===== src/rtl/tmr_pkg.sv =====
package tmr_pkg;

  // Word offsets within the register window; upper address bits must be zero.
  typedef enum logic [1:0] {
    RegCtrl  = 2'd0,
    RegStat  = 2'd1,
    RegPre   = 2'd2,
    RegCount = 2'd3
  } regSel_e;

  localparam int unsigned CTRL_START_BIT = 0;
  localparam int unsigned CTRL_STOP_BIT  = 1;
  localparam int unsigned STAT_RUN_BIT   = 0;
  localparam int unsigned CMD_W          = 2;

  // Strobes from control to datapath
  typedef struct packed {
    logic wrPre;    // accept a prescaler write
    logic wrCount;  // accept a count write
    logic arm;      // a run begins: load the prescaler phase
    logic step;     // advance the counters this cycle
  } dpStrobe_t;

endpackage


===== src/rtl/tmr_datapath.sv =====
module tmr_datapath
  import tmr_pkg::*;
#(
  parameter int unsigned DATA_W = 32
) (
  input  logic              clk,
  input  logic              rstN,
  input  dpStrobe_t         stb,
  input  logic [DATA_W-1:0] wrData,
  output logic [DATA_W-1:0] preVal,
  output logic [DATA_W-1:0] countVal,
  output logic              preCntIsZero,
  output logic              countIsZero,
  output logic              countIsOne
);

  localparam logic [DATA_W-1:0] ONE = DATA_W'(1);

  logic [DATA_W-1:0] preCnt;
  logic              tick;

  assign tick         = stb.step && (preCnt == '0);
  assign preCntIsZero = (preCnt == '0);
  assign countIsZero  = (countVal == '0);
  assign countIsOne   = (countVal == ONE);

  always_ff @(posedge clk) begin
    if (!rstN) begin
      preVal <= '0;
    end else if (stb.wrPre) begin
      preVal <= wrData;
    end
  end

  always_ff @(posedge clk) begin
    if (!rstN) begin
      preCnt <= '0;
    end else if (stb.arm) begin
      preCnt <= preVal;
    end else if (stb.step) begin
      preCnt <= (preCnt == '0) ? preVal : preCnt - ONE;
    end
  end

  always_ff @(posedge clk) begin
    if (!rstN) begin
      countVal <= '0;
    end else if (stb.wrCount) begin
      countVal <= wrData;
    end else if (tick) begin
      countVal <= countVal - ONE;
    end
  end

  // the counters only advance while a non-zero count is left
  step_nonzero_chk: assert property (@(posedge clk) disable iff (!rstN)
    stb.step |-> (countVal != '0));


  no_cfg_race_chk: assert property (@(posedge clk) disable iff (!rstN)
    !(stb.wrPre && stb.step));

endmodule


===== src/rtl/tmr_control.sv =====
module tmr_control
  import tmr_pkg::*;
#(
  parameter int unsigned ADDR_W = 4,
  parameter int unsigned DATA_W = 32
) (
  input  logic              clk,
  input  logic              rstN,
  input  logic              sel,
  input  logic              wrEn,
  input  logic [ADDR_W-1:0] addr,
  input  logic [CMD_W-1:0]  cmdBits,
  input  logic [DATA_W-1:0] preVal,
  input  logic [DATA_W-1:0] countVal,
  input  logic              preCntIsZero,
  input  logic              countIsZero,
  input  logic              countIsOne,
  output dpStrobe_t         stb,
  output logic [DATA_W-1:0] rdData,
  output logic              ready
);

  localparam logic [DATA_W-1:0] ONE = DATA_W'(1);

  logic              running;
  logic              hit;
  regSel_e           idx;
  logic              ctrlWr;
  logic              startOk;
  logic              stopOk;
  logic              expire;
  logic [DATA_W-1:0] rdNext;

  assign hit     = sel && ((addr >> 2) == '0);
  assign idx     = regSel_e'(addr[1:0]);
  assign ctrlWr  = hit && wrEn && (idx == RegCtrl);
  assign startOk = ctrlWr && cmdBits[CTRL_START_BIT] && !running && !countIsZero;
  assign stopOk  = ctrlWr && cmdBits[CTRL_STOP_BIT] && running;
  assign expire  = running && !stopOk && preCntIsZero && countIsOne;

  always_comb begin
    stb         = '0;
    stb.wrPre   = hit && wrEn && (idx == RegPre) && !running;
    stb.wrCount = hit && wrEn && (idx == RegCount) && !running;
    stb.arm     = startOk;
    stb.step    = running && !stopOk;
  end

  always_ff @(posedge clk) begin
    if (!rstN) begin
      running <= 1'b0;
    end else if (startOk) begin
      running <= 1'b1;
    end else if (stopOk || expire) begin
      running <= 1'b0;
    end
  end

  always_comb begin
    rdNext = '0;
    if (hit) begin
      unique case (idx)
        RegStat:  rdNext[STAT_RUN_BIT] = running;
        RegPre:   rdNext = preVal;
        RegCount: rdNext = countVal;
        default:  rdNext = '0;
      endcase
    end
  end

  always_ff @(posedge clk) begin
    if (!rstN) begin
      ready  <= 1'b0;
      rdData <= '0;
    end else begin
      ready  <= sel;
      rdData <= (sel && !wrEn) ? rdNext : '0;
    end
  end


  ready_after_sel_chk: assert property (@(posedge clk) disable iff (!rstN)
    sel |=> ready);


  ready_idle_chk: assert property (@(posedge clk) disable iff (!rstN)
    !sel |=> !ready);


  pre_locked_chk: assert property (@(posedge clk) disable iff (!rstN)
    running |=> $stable(preVal));


  count_step_chk: assert property (@(posedge clk) disable iff (!rstN)
    running |=> (countVal == $past(countVal)) || (countVal == $past(countVal) - ONE));


  run_nonzero_chk: assert property (@(posedge clk) disable iff (!rstN)
    running |-> !countIsZero);


  zero_start_chk: assert property (@(posedge clk) disable iff (!rstN)
    (!running && countIsZero) |=> !running);


  stop_freeze_chk: assert property (@(posedge clk) disable iff (!rstN)
    stopOk |=> !running && $stable(countVal));

endmodule


===== src/rtl/lockable_timer.sv =====
module lockable_timer
  import tmr_pkg::*;
#(
  parameter int unsigned ADDR_W = 4,
  parameter int unsigned DATA_W = 32
) (
  input  logic              clk,
  input  logic              rstN,
  input  logic              sel,
  input  logic              wrEn,
  input  logic [ADDR_W-1:0] addr,
  input  logic [DATA_W-1:0] wrData,
  output logic [DATA_W-1:0] rdData,
  output logic              ready
);

  dpStrobe_t         stb;
  logic [DATA_W-1:0] preVal;
  logic [DATA_W-1:0] countVal;
  logic              preCntIsZero;
  logic              countIsZero;
  logic              countIsOne;

  tmr_control #(.ADDR_W(ADDR_W), .DATA_W(DATA_W)) uCtrl (
    .clk          (clk),
    .rstN         (rstN),
    .sel          (sel),
    .wrEn         (wrEn),
    .addr         (addr),
    .cmdBits      (wrData[CMD_W-1:0]),
    .preVal       (preVal),
    .countVal     (countVal),
    .preCntIsZero (preCntIsZero),
    .countIsZero  (countIsZero),
    .countIsOne   (countIsOne),
    .stb          (stb),
    .rdData       (rdData),
    .ready        (ready)
  );

  tmr_datapath #(.DATA_W(DATA_W)) uDp (
    .clk          (clk),
    .rstN         (rstN),
    .stb          (stb),
    .wrData       (wrData),
    .preVal       (preVal),
    .countVal     (countVal),
    .preCntIsZero (preCntIsZero),
    .countIsZero  (countIsZero),
    .countIsOne   (countIsOne)
  );

endmodule


===== config.mk =====
export PLATFORM = sky130hd
export DESIGN_NAME = lockable_timer
export DESIGN_NICKNAME = d
export VERILOG_FILES = /design/src/rtl/tmr_pkg.sv /design/src/rtl/tmr_datapath.sv /design/src/rtl/tmr_control.sv /design/src/rtl/lockable_timer.sv
export SDC_FILE = /design/constraint.sdc
export NUM_CORES = 1
export LEC_CHECK = 0
export BUFFER_PORTS_ARGS = -buffer_cell sky130_fd_sc_hd__clkbuf_2
export CORE_MARGIN = 2
export CORE_UTILIZATION = 55
export CTS_BUF_LIST = sky130_fd_sc_hd__clkbuf_8
export DETAILED_ROUTE_END_ITERATION = 8
export GPL_TIMING_DRIVEN = 0
export PLACE_DENSITY = 0.76
export RECOVER_POWER = 25
export SLEW_MARGIN = 40
export SYNTH_ARGS = -nofsm -noshare
export SYNTH_HDL_FRONTEND = slang
export SYNTH_SLANG_ARGS = --single-unit

===== constraint.sdc =====
create_clock -name clk -period 2.4 [get_ports clk]
set_input_delay 0.72 -clock clk [delete_from_list [all_inputs] [get_ports clk]]
set_output_delay 0.72 -clock clk [all_outputs]
set_load 0.03 [all_outputs]

==> out/results.txt, run 1 <==
number of global-route vias before repair - 6131
DR WL/cell - 20.5 um
PnR Total Power - 4.48 mW
clock share of power - 44.5%
Tightest Pin Transition - 0.874 ns
Comb power frac - 6.7%
RD Place Congestion - 0.973
total number of yosys warnings - 0
Top FF cell, synth - sky130_fd_sc_hd__dfxtp_1
CP cell instances - or4_4 -> or3b_4 -> or3_4 -> a21o_4 -> clkbuf_4 -> a32oi_2 -> a21oi_2
critical path arrival - 2.78 ns
post-route setup slack - -0.0619 ns
highest-count cells in the layout ignoring fill and taps - sky130_fd_sc_hd__dfxtp_1 (127), sky130_fd_sc_hd__nand2_1 (123), sky130_fd_sc_hd__a21oi_1 (73)
longest individual stage delay on the worst path - 0.49 ns
starting DRC count in detailed routing - 1083
CTS tree - yes
total iterations of the first detailed-routing run - 6
vias per std cell - 6.46
kind of critical path - reg2reg
total power density per cell area - 591 nW/um^2
ratio of cells with drive above 1 in the final layout - 18.8%
Seq/Total Area, Yosys - 42.4%
post-synthesis to final-layout area growth - 23.4%
result of the run - complete, but fails checks
post-route non-filler standard cell count - 1021
clock-pin slew reported for the worst setup and hold paths after clock tree synthesis - 0.08 ns
most frequent standard cell in the layout excluding fill and tap cells - sky130_fd_sc_hd__dfxtp_1
final instance area - 7580 sq um
maximum number of pins on one net before global-route repair - 17
global-route wire length before repair - 32200 um
number of enable flip-flop cells after synthesis - 0
cell row count - 38
worst supply voltage drop on vdd - 0.594 mV
setup TNS - -0.292 ns
critical path's slowest cell - sky130_fd_sc_hd__or4_4
number of max-slew violations in the final report - 0
area of the mapped netlist - 6140 sq um
Critical Path RT - 2.72 ns
height of the die - 110 um
net switching share of the total power - 24.0%
post-detailed-route DRC marker count - 0
Worst setup SP type - flop
maximum buffer depth of the clock tree - 2
ANT nets after route - 0
total die area - 12000 sq um
Inserted Clock Buffers - 17
leakage power summed over all cells - 2.89 nW
Initial Util - 56.6%
number of nets in the layout - 914
number of distinct standard cells referenced by the synthesized netlist - 61
Clock Tree Root - sky130_fd_sc_hd__clkbuf_8
number of synthesized register bits - 130
total of hold buffers inserted after clock tree synthesis - 0
switching power of the nets - 1.08 mW
number of clock sinks - 130
Worst-Skew Late Latency - 0.47 ns
cell-internal power - 3.40 mW
H-Tree Level Count - 4
count of placed standard cells including taps - 965
die outline width - 110 um
critical-path maximum fanout - 5
count of final setup violators - 10
count of endpoints failing hold in the final timing report - 0
type of destination of the critical path - flop
Post-Synthesis Cells - 754
setup repair after global routing missed its margin - true
routed wire length - 20900 um
average instance area after synthesis - 8.14 sq um
antenna violations before repair - 0
time the final worst path needs with I/O delays and setup - 2.46 ns
pre-CTS setup slack - -0.712 ns
worst-case clock skew - 0.0200 ns
maximum achievable frequency - 406 MHz
number of I/O pins - 73
vias after detailed routing - 6599
worst slew slack as a fraction of its limit - 41.2%
worst hold path class - reg2reg
HPWL after DPL - 14700 um
violated checks - negative setup slack
Post-DP Area - 6710 sq um
share of flip-flops with an asynchronous set or reset after synthesis - 0%
Synthesized Nets - 799
GRT Residual Overflow - 0
share of the cycle needed by the critical path after routing - 103%
IO buf count - 71
register share of total power - 48.7%
overall fraction of global-route tracks in use - 35.6%
number of max-cap violations - 0
CORE AREA - 10800 sq um
ANT cells - 0
[logic make-up after synthesis]
family	synth area share, %
and+or+nand+nor	26.7
buffers and inverters	4.28
xor gates and xnor gates	0.428
adders and majority gates	1.02
DFF	42.4
AOI/OAI and AO/OA	19.6
muxes	5.57
[critical path: cells and delay by family, from the launching register on]
| kind | cells | cell delay (ns) |
|---|---|---|
| compound gates | 3 | 0.54 |
| buf+inv | 1 | 0.17 |
| flops | 1 | 0.35 |
| simple gates | 3 | 1.25 |
[path summary, 6_finish.rpt]
kind                                        from        endpoint  slack (ns)  depth (start not counted)
worst max-delay path            uDp.countVal[15]  uDp.preCnt[31]       -0.06                          7
worst min register to register     uDp.preVal[0]   uDp.preVal[0]        0.47                          2
worst max register to register  uDp.countVal[15]  uDp.preCnt[31]       -0.06                          7
worst min-delay path               uDp.preVal[0]   uDp.preVal[0]        0.47                          2
[final cells by class]
cell class              count  area (sq um)
clock inverters            10           134
repair buffers             97           529
fillers                   874          3260
plain buffers              49           259
flip-flops and latches    130          2610
clock buffers              21           289
inverters                  13          48.8
well taps                 140           175
multi-input cells         561          3530
[sequential cells by signal (all words and copies together), names as in the netlist]
name	count
uCtrl.rdData	32
uDp.countVal	32
uDp.preCnt	32
uDp.preVal	32
uCtrl.ready	1
uCtrl.running	1
[routing by layer]
metal	wire length (um)	share of wire, %	global-route usage [%]	vias to the layer above
li1	-	-	-	2987
met1	8410	40	47.0	3063
met2	9400	45	56.7	437
met3	2310	11	9.19	112
met4	805	3.8	12.3	0
met5	0	0	0	-
[per-stage QoR]
step / utilization, % / hold WS (ns)
final: 69.9 / 0.474
after global routing: 69.9 / 0.477
after CTS: 68.2 / 0.474
after detailed placement: 61.9 / 0.464
after global placement: 61.7 / 0.459
after floorplan: - / 0.445
[synthesized netlist by cell type, types with 3 or more instances]
master | count | area, sq um
sky130_fd_sc_hd__a22oi_1 | 13 | 97.6
sky130_fd_sc_hd__clkbuf_1 | 34 | 128
sky130_fd_sc_hd__or3_1 | 14 | 87.6
sky130_fd_sc_hd__a31oi_1 | 28 | 175
sky130_fd_sc_hd__nor2_1 | 57 | 214
sky130_fd_sc_hd__xor2_1 | 3 | 26.3
sky130_fd_sc_hd__nand3_1 | 26 | 130
sky130_fd_sc_hd__a22o_1 | 3 | 26.3
sky130_fd_sc_hd__buf_1 | 4 | 15.0
sky130_fd_sc_hd__inv_1 | 13 | 48.8
sky130_fd_sc_hd__a21oi_1 | 74 | 370
sky130_fd_sc_hd__a32oi_1 | 5 | 43.8
sky130_fd_sc_hd__a21o_1 | 3 | 22.5
sky130_fd_sc_hd__dfxtp_1 | 130 | 2600
sky130_fd_sc_hd__ha_1 | 5 | 62.6
sky130_fd_sc_hd__mux2i_1 | 33 | 330
sky130_fd_sc_hd__nor4_1 | 20 | 125
sky130_fd_sc_hd__o211ai_1 | 11 | 82.6
sky130_fd_sc_hd__o21ai_0 | 13 | 65.1
sky130_fd_sc_hd__nand2b_1 | 4 | 25.0
sky130_fd_sc_hd__and3_1 | 5 | 31.3
sky130_fd_sc_hd__nand3b_1 | 5 | 37.5
sky130_fd_sc_hd__or4_1 | 9 | 67.6
sky130_fd_sc_hd__o21a_1 | 11 | 82.6
sky130_fd_sc_hd__nand4b_1 | 4 | 35.0
sky130_fd_sc_hd__o211a_1 | 3 | 30.0
sky130_fd_sc_hd__buf_2 | 9 | 45.0
sky130_fd_sc_hd__nand2_1 | 124 | 465
sky130_fd_sc_hd__nor4_2 | 3 | 37.5
sky130_fd_sc_hd__nand4_1 | 13 | 81.3
sky130_fd_sc_hd__nor3_1 | 34 | 170
[power groups by stage]
| stage | registers, mW | clock network, mW | logic (mW) |
|---|---|---|---|
| 2_1_floorplan | 2.23 | 0 | 0.166 |
| 3_3_place_gp | 2.23 | 0 | 0.268 |
| 3_5_place_dp | 2.23 | 0 | 0.272 |
| 4_1_cts | 2.18 | 1.99 | 0.289 |
| 5_1_grt | 2.18 | 2.09 | 0.320 |
| 6_report | 2.18 | 1.99 | 0.302 |
[timing repair]
| item | in CTS | in global routing |
|---|---|---|
| cloned | 1 | 0 |
| pin swaps | 13 | 14 |
| gates resized for setup | 31 | 31 |
| setup buffers | 14 | 11 |
| endpoints found under the hold margin | 0 | 0 |
| setup endpoints to repair | 65 | 62 |
Note: power is estimated with default switching activity, not from simulation.
==> inputs of run 2 (changes only) <==
REMOVE_ABC_BUFFERS = 1   (was not set)
==> run 2 against run 1 <==
  * The flow finishes with violations (design-rule violations, negative setup slack)
  * Register-to-register slack got worse by 0.02 ns
  * Clock skew fell by 0.011 ns
  * Power down 3.9%
  * Global-route usage is 2.8 points lower
  * Critical path depth shrank 1
  * Design area increased by 0.66%
  * Fmax is 0.80% lower
  * Setup slack got worse by 0.020 ns
==> out/results.txt, run 2 (synthesized netlist as in run 1, its figures left out) <==
GRT Residual Overflow - 0
highest-count cells in the layout ignoring fill and taps - sky130_fd_sc_hd__dfxtp_1 (127), sky130_fd_sc_hd__nand2_1 (108), sky130_fd_sc_hd__a21oi_1 (73)
worst hold path class - reg2reg
Filler cells - 820
Post-DP Area - 6620 sq um
number of I/O pins - 73
IO buf count - 72
total of hold buffers inserted after clock tree synthesis - 0
die outline width - 110 um
type of destination of the critical path - flop
Tightest Pin Transition - 0.807 ns
post-synthesis to final-layout area growth - 24.3%
count of placed standard cells including taps - 930
post-route non-filler standard cell count - 997
number of max-cap violations - 0
maximum number of pins on one net before global-route repair - 47
vias after detailed routing - 6568
total iterations of the first detailed-routing run - 9
cell row count - 38
ANT nets after route - 0
Critical Path RT - 2.74 ns
RD Place Congestion - 0.889
number of nets in the layout - 889
count of final setup violators - 22
worst slew slack as a fraction of its limit - 45.7%
hold_sp - uDp.preVal[17]
CTS tree - yes
post-route setup slack - -0.0817 ns
ANT cells - 0
routed wire length - 20000 um
result of the run - complete, but fails checks
share of the cycle needed by the critical path after routing - 103%
HPWL after DPL - 11900 um
height of the die - 110 um
setup repair after global routing missed its margin - true
vias per std cell - 6.59
Clock Tree Root - sky130_fd_sc_hd__clkbuf_8
critical path arrival - 2.82 ns
Worst setup SP type - flop
leakage power summed over all cells - 2.90 nW
time the final worst path needs with I/O delays and setup - 2.48 ns
antenna violations before repair - 0
most frequent standard cell in the layout excluding fill and tap cells - sky130_fd_sc_hd__dfxtp_1
starting DRC count in detailed routing - 1024
count of endpoints failing hold in the final timing report - 0
DR WL/cell - 20.0 um
Initial Util - 56.6%
total power density per cell area - 564 nW/um^2
total die area - 12000 sq um
kind of critical path - reg2reg
number of global-route vias before repair - 5836
source of the worst register-to-register timing path - uDp.countVal[16]
clock-pin slew reported for the worst setup and hold paths after clock tree synthesis - 0.08 ns
core occupancy in the finished layout - 70.3%
maximum buffer depth of the clock tree - 2
global-route wire length before repair - 29800 um
overall fraction of global-route tracks in use - 32.8%
final instance area - 7630 sq um
violated checks - design-rule violations, negative setup slack
number of max-slew violations in the final report - 0
Worst-Skew Late Latency - 0.45 ns
CORE AREA - 10800 sq um
H-Tree Level Count - 4
worst-case clock skew - 0.00944 ns
worst supply voltage drop on vdd - 0.425 mV
ratio of cells with drive above 1 in the final layout - 22.6%
post-detailed-route DRC marker count - 1
maximum achievable frequency - 403 MHz
PnR Total Power - 4.30 mW
Fin Hold WS - 0.482 ns
Inserted Clock Buffers - 17
pre-CTS setup slack - -1.27 ns
critical-path maximum fanout - 5
setup TNS - -0.613 ns
worst setup path start - uDp.countVal[16]
number of clock sinks - 130
## run 2: cell count changes in the layout (fill, tap and decap cells not counted), sizes merged
cell      previous run  this run
clkbuf             127        93
clkinv               1         6
buf                 40        44
a21o                 3         6
inv                 17        14
bufinv               3         1
nand2              124       126
clkinvlp             2         3
## run 2: path summary, 6_finish.rpt
path	to	slack, ns	cells after the start
max	uDp.preCnt[18]	-0.08	6
min	uDp.preVal[17]	0.48	2
max reg2reg	uDp.preCnt[18]	-0.08	6
min reg2reg	uDp.preVal[17]	0.48	2
## run 2: repair_timing
| item | 4_1_cts | 5_1_grt |
|---|---|---|
| endpoints found under the setup margin | 65 | 90 |
| buffers inserted | 16 | 14 |
| resized for setup | 47 | 32 |
| pin swaps | 14 | 16 |
| gates cloned | 2 | 3 |
## run 2: worst max-delay path, stage by stage, from the launching register on
cell and delay (ns):
sky130_fd_sc_hd__dfxtp_2 0.32, sky130_fd_sc_hd__or4_4 0.53, sky130_fd_sc_hd__or3b_4 0.41, sky130_fd_sc_hd__or3_4 0.42, sky130_fd_sc_hd__a21o_4 0.27, sky130_fd_sc_hd__a222oi_1 0.35, sky130_fd_sc_hd__nor2_1 0.07
## run 2: where the power goes
| part | switching, mW | total [mW] | internal [mW] |
|---|---|---|---|
| Combinational | 0.221 | 0.348 | 0.127 |
| Clock | 0.860 | 1.77 | 0.912 |
| Sequential | 0.0133 | 2.18 | 2.17 |
| Total | 1.09 | 4.30 | 3.21 |
## run 2: final cells by class
class	instances	area, sq um	area share (%)
clock buffer	21	289	3.79
inverter	13	51.3	0.673
tap	140	175	2.30
clock inverter	11	86.3	1.13
multi-input combinational	566	3710	48.6
sequential	130	2610	34.2
timing repair buffer	116	709	9.30
## run 2: per-layer routing
| layer | vias to the layer above | track usage [%] | wire length, um |
|---|---|---|---|
| li1 | 2959 | - | - |
| met1 | 3059 | 43.2 | 7660 |
| met2 | 455 | 50.6 | 9200 |
| met3 | 95 | 5.99 | 2100 |
| met4 | 0 | 18.4 | 1030 |
| met5 | - | 0 | 0 |
==> inputs of run 3 (changes only) <==
CORE_UTILIZATION = 65   (was 55)
PLACE_DENSITY = 0.85   (was 0.76)
REMOVE_ABC_BUFFERS = not set   (was 1)
clock period = 3.1 ns   (was 2.4 ns; I/O delays follow)
==> run 3 against run 2 <==
  * The run now ends clean
  * Non-clock buffer count is 5 higher
  * Global-route usage increased by 7.1 points
  * First-iteration DRC count down 11%
  * Core utilization is 6.4 points higher
  * Worst hold slack better by 0.0015 ns
  * Power down 19%
  * Flip-flop and latch count is the same
  * Final cell count fell by 2.9%
  * Clock-buffer cell count decreased by 3
  * Critical path depth is 1 higher
  * Sequential power is 22% lower
  * Via count is 0.87% lower
==> out/results.txt, run 3 (synthesized netlist as in run 1, its figures left out) <==
number of clock sinks - 130
count of final setup violators - 0
setup repair after global routing missed its margin - false
post-CTS setup buffer count - 0
global-route wire length before repair - 31300 um
type of destination of the critical path - flop
Critical Path RT - 3.44 ns
number of I/O pins - 73
critical path arrival - 3.39 ns
count of endpoints failing hold in the final timing report - 0
RD Place Congestion - 0.961
setup TNS - 0 ns
DR WL/cell - 20.7 um
maximum number of pins on one net before global-route repair - 17
CORE AREA - 9200 sq um
Worst-Skew Late Latency - 0.44 ns
number of nets in the layout - 889
share of the cycle needed by the critical path after routing - 98.5%
leakage power summed over all cells - 2.60 nW
post-synthesis to final-layout area growth - 14.9%
post-route setup slack - 0.0477 ns
critical-path maximum fanout - 10
Tightest Pin Transition - 0.822 ns
Fin Hold WS - 0.483 ns
IO buf count - 71
overall fraction of global-route tracks in use - 39.9%
height of the die - 101 um
worst slew slack as a fraction of its limit - 45.2%
routed wire length - 20100 um
CTS tree - yes
vias per std cell - 6.73
maximum buffer depth of the clock tree - 2
most frequent standard cell in the layout excluding fill and tap cells - sky130_fd_sc_hd__dfxtp_1
total die area - 10200 sq um
post-detailed-route DRC marker count - 0
worst hold path class - reg2reg
ANT cells - 0
Clock Tree Root - sky130_fd_sc_hd__clkbuf_8
Worst setup SP type - input port
Initial Util - 66.7%
ratio of cells with drive above 1 in the final layout - 11.6%
maximum achievable frequency - 328 MHz
worst supply voltage drop on vdd - 0.341 mV
number of global-route vias before repair - 6126
pre-CTS setup slack - -0.249 ns
clock-pin slew reported for the worst setup and hold paths after clock tree synthesis - 0.08 ns
hold_sp - uDp.preVal[29]
HPWL after DPL - 14400 um
time the final worst path needs with I/O delays and setup - 3.05 ns
total iterations of the first detailed-routing run - 7
highest-count cells in the layout ignoring fill and taps - sky130_fd_sc_hd__dfxtp_1 (130), sky130_fd_sc_hd__nand2_1 (124), sky130_fd_sc_hd__a21oi_1 (74)
H-Tree Level Count - 4
die outline width - 101 um
source of the worst register-to-register timing path - uDp.preCnt[8]
number of max-slew violations in the final report - 0
ANT nets after route - 0
worst setup path start - addr[2]
Inserted Clock Buffers - 17
total power density per cell area - 491 nW/um^2
worst-case clock skew - 0.0147 ns
starting DRC count in detailed routing - 908
number of max-cap violations - 0
GRT Residual Overflow - 0
result of the run - completed
vias after detailed routing - 6511
antenna violations before repair - 0
cell row count - 35
kind of critical path - in2reg
## run 3: timing repair
item / 4_1_cts / 5_1_grt
endpoints found under the setup margin: 1 / 1
gates resized for setup: 2 / 1
hold buffers: 0 / 0
## run 3: final timing paths
| check | endpoint | slack, ns | depth (start not counted) |
|---|---|---|---|
| worst max-delay path | uDp.countVal[7] | 0.05 | 7 |
| worst min-delay path | uDp.preVal[29] | 0.48 | 2 |
| worst max register to register | uDp.countVal[7] | 0.10 | 6 |
| worst min register to register | uDp.preVal[29] | 0.48 | 2 |
## run 3: critical path, cell delays in order
cell	delay, ns
sky130_fd_sc_hd__clkbuf_2	0.09
sky130_fd_sc_hd__nand4bb_1	0.31
sky130_fd_sc_hd__o21a_1	0.30
sky130_fd_sc_hd__clkbuf_1	0.54
sky130_fd_sc_hd__nand3_1	0.58
sky130_fd_sc_hd__o311a_1	0.47
sky130_fd_sc_hd__o21a_1	0.16
## run 3: where the power goes
part	switching, mW	internal [mW]
Combinational	0.146	0.0716
Clock	0.729	0.827
Sequential	0.0109	1.68
## run 3: final cells by class
cell class                      count  area [sq um]
Buffer                             50           214
Clock buffer                       18           248
Clock inverter                     14           176
Fill cell                         734          2140
Inverter                           13          48.8
Multi-Input combinational cell    561          3310
Sequential cell                   130          2600
Tap cell                          111           139
Timing Repair Buffer               71           313
## run 3: metal layers
layer	track usage [%]	vias to the layer above	part of all wire (%)
met5	0	-	0
met4	20.2	0	3.7
met1	51.8	2989	38
li1	-	2950	-
met2	63.2	487	46
met3	8.28	85	12
## run 3: through the flow
step           instances  util [%]  area (sq um)  power [mW]
2_1_floorplan        754         -          6140        1.85
3_3_place_gp         936      72.1          6630        1.93
3_5_place_dp         936      72.2          6640        1.93
4_1_cts              968      77.0          7090        3.44
5_1_grt              968      76.7          7050        3.55
6_report             968      76.7          7050        3.46
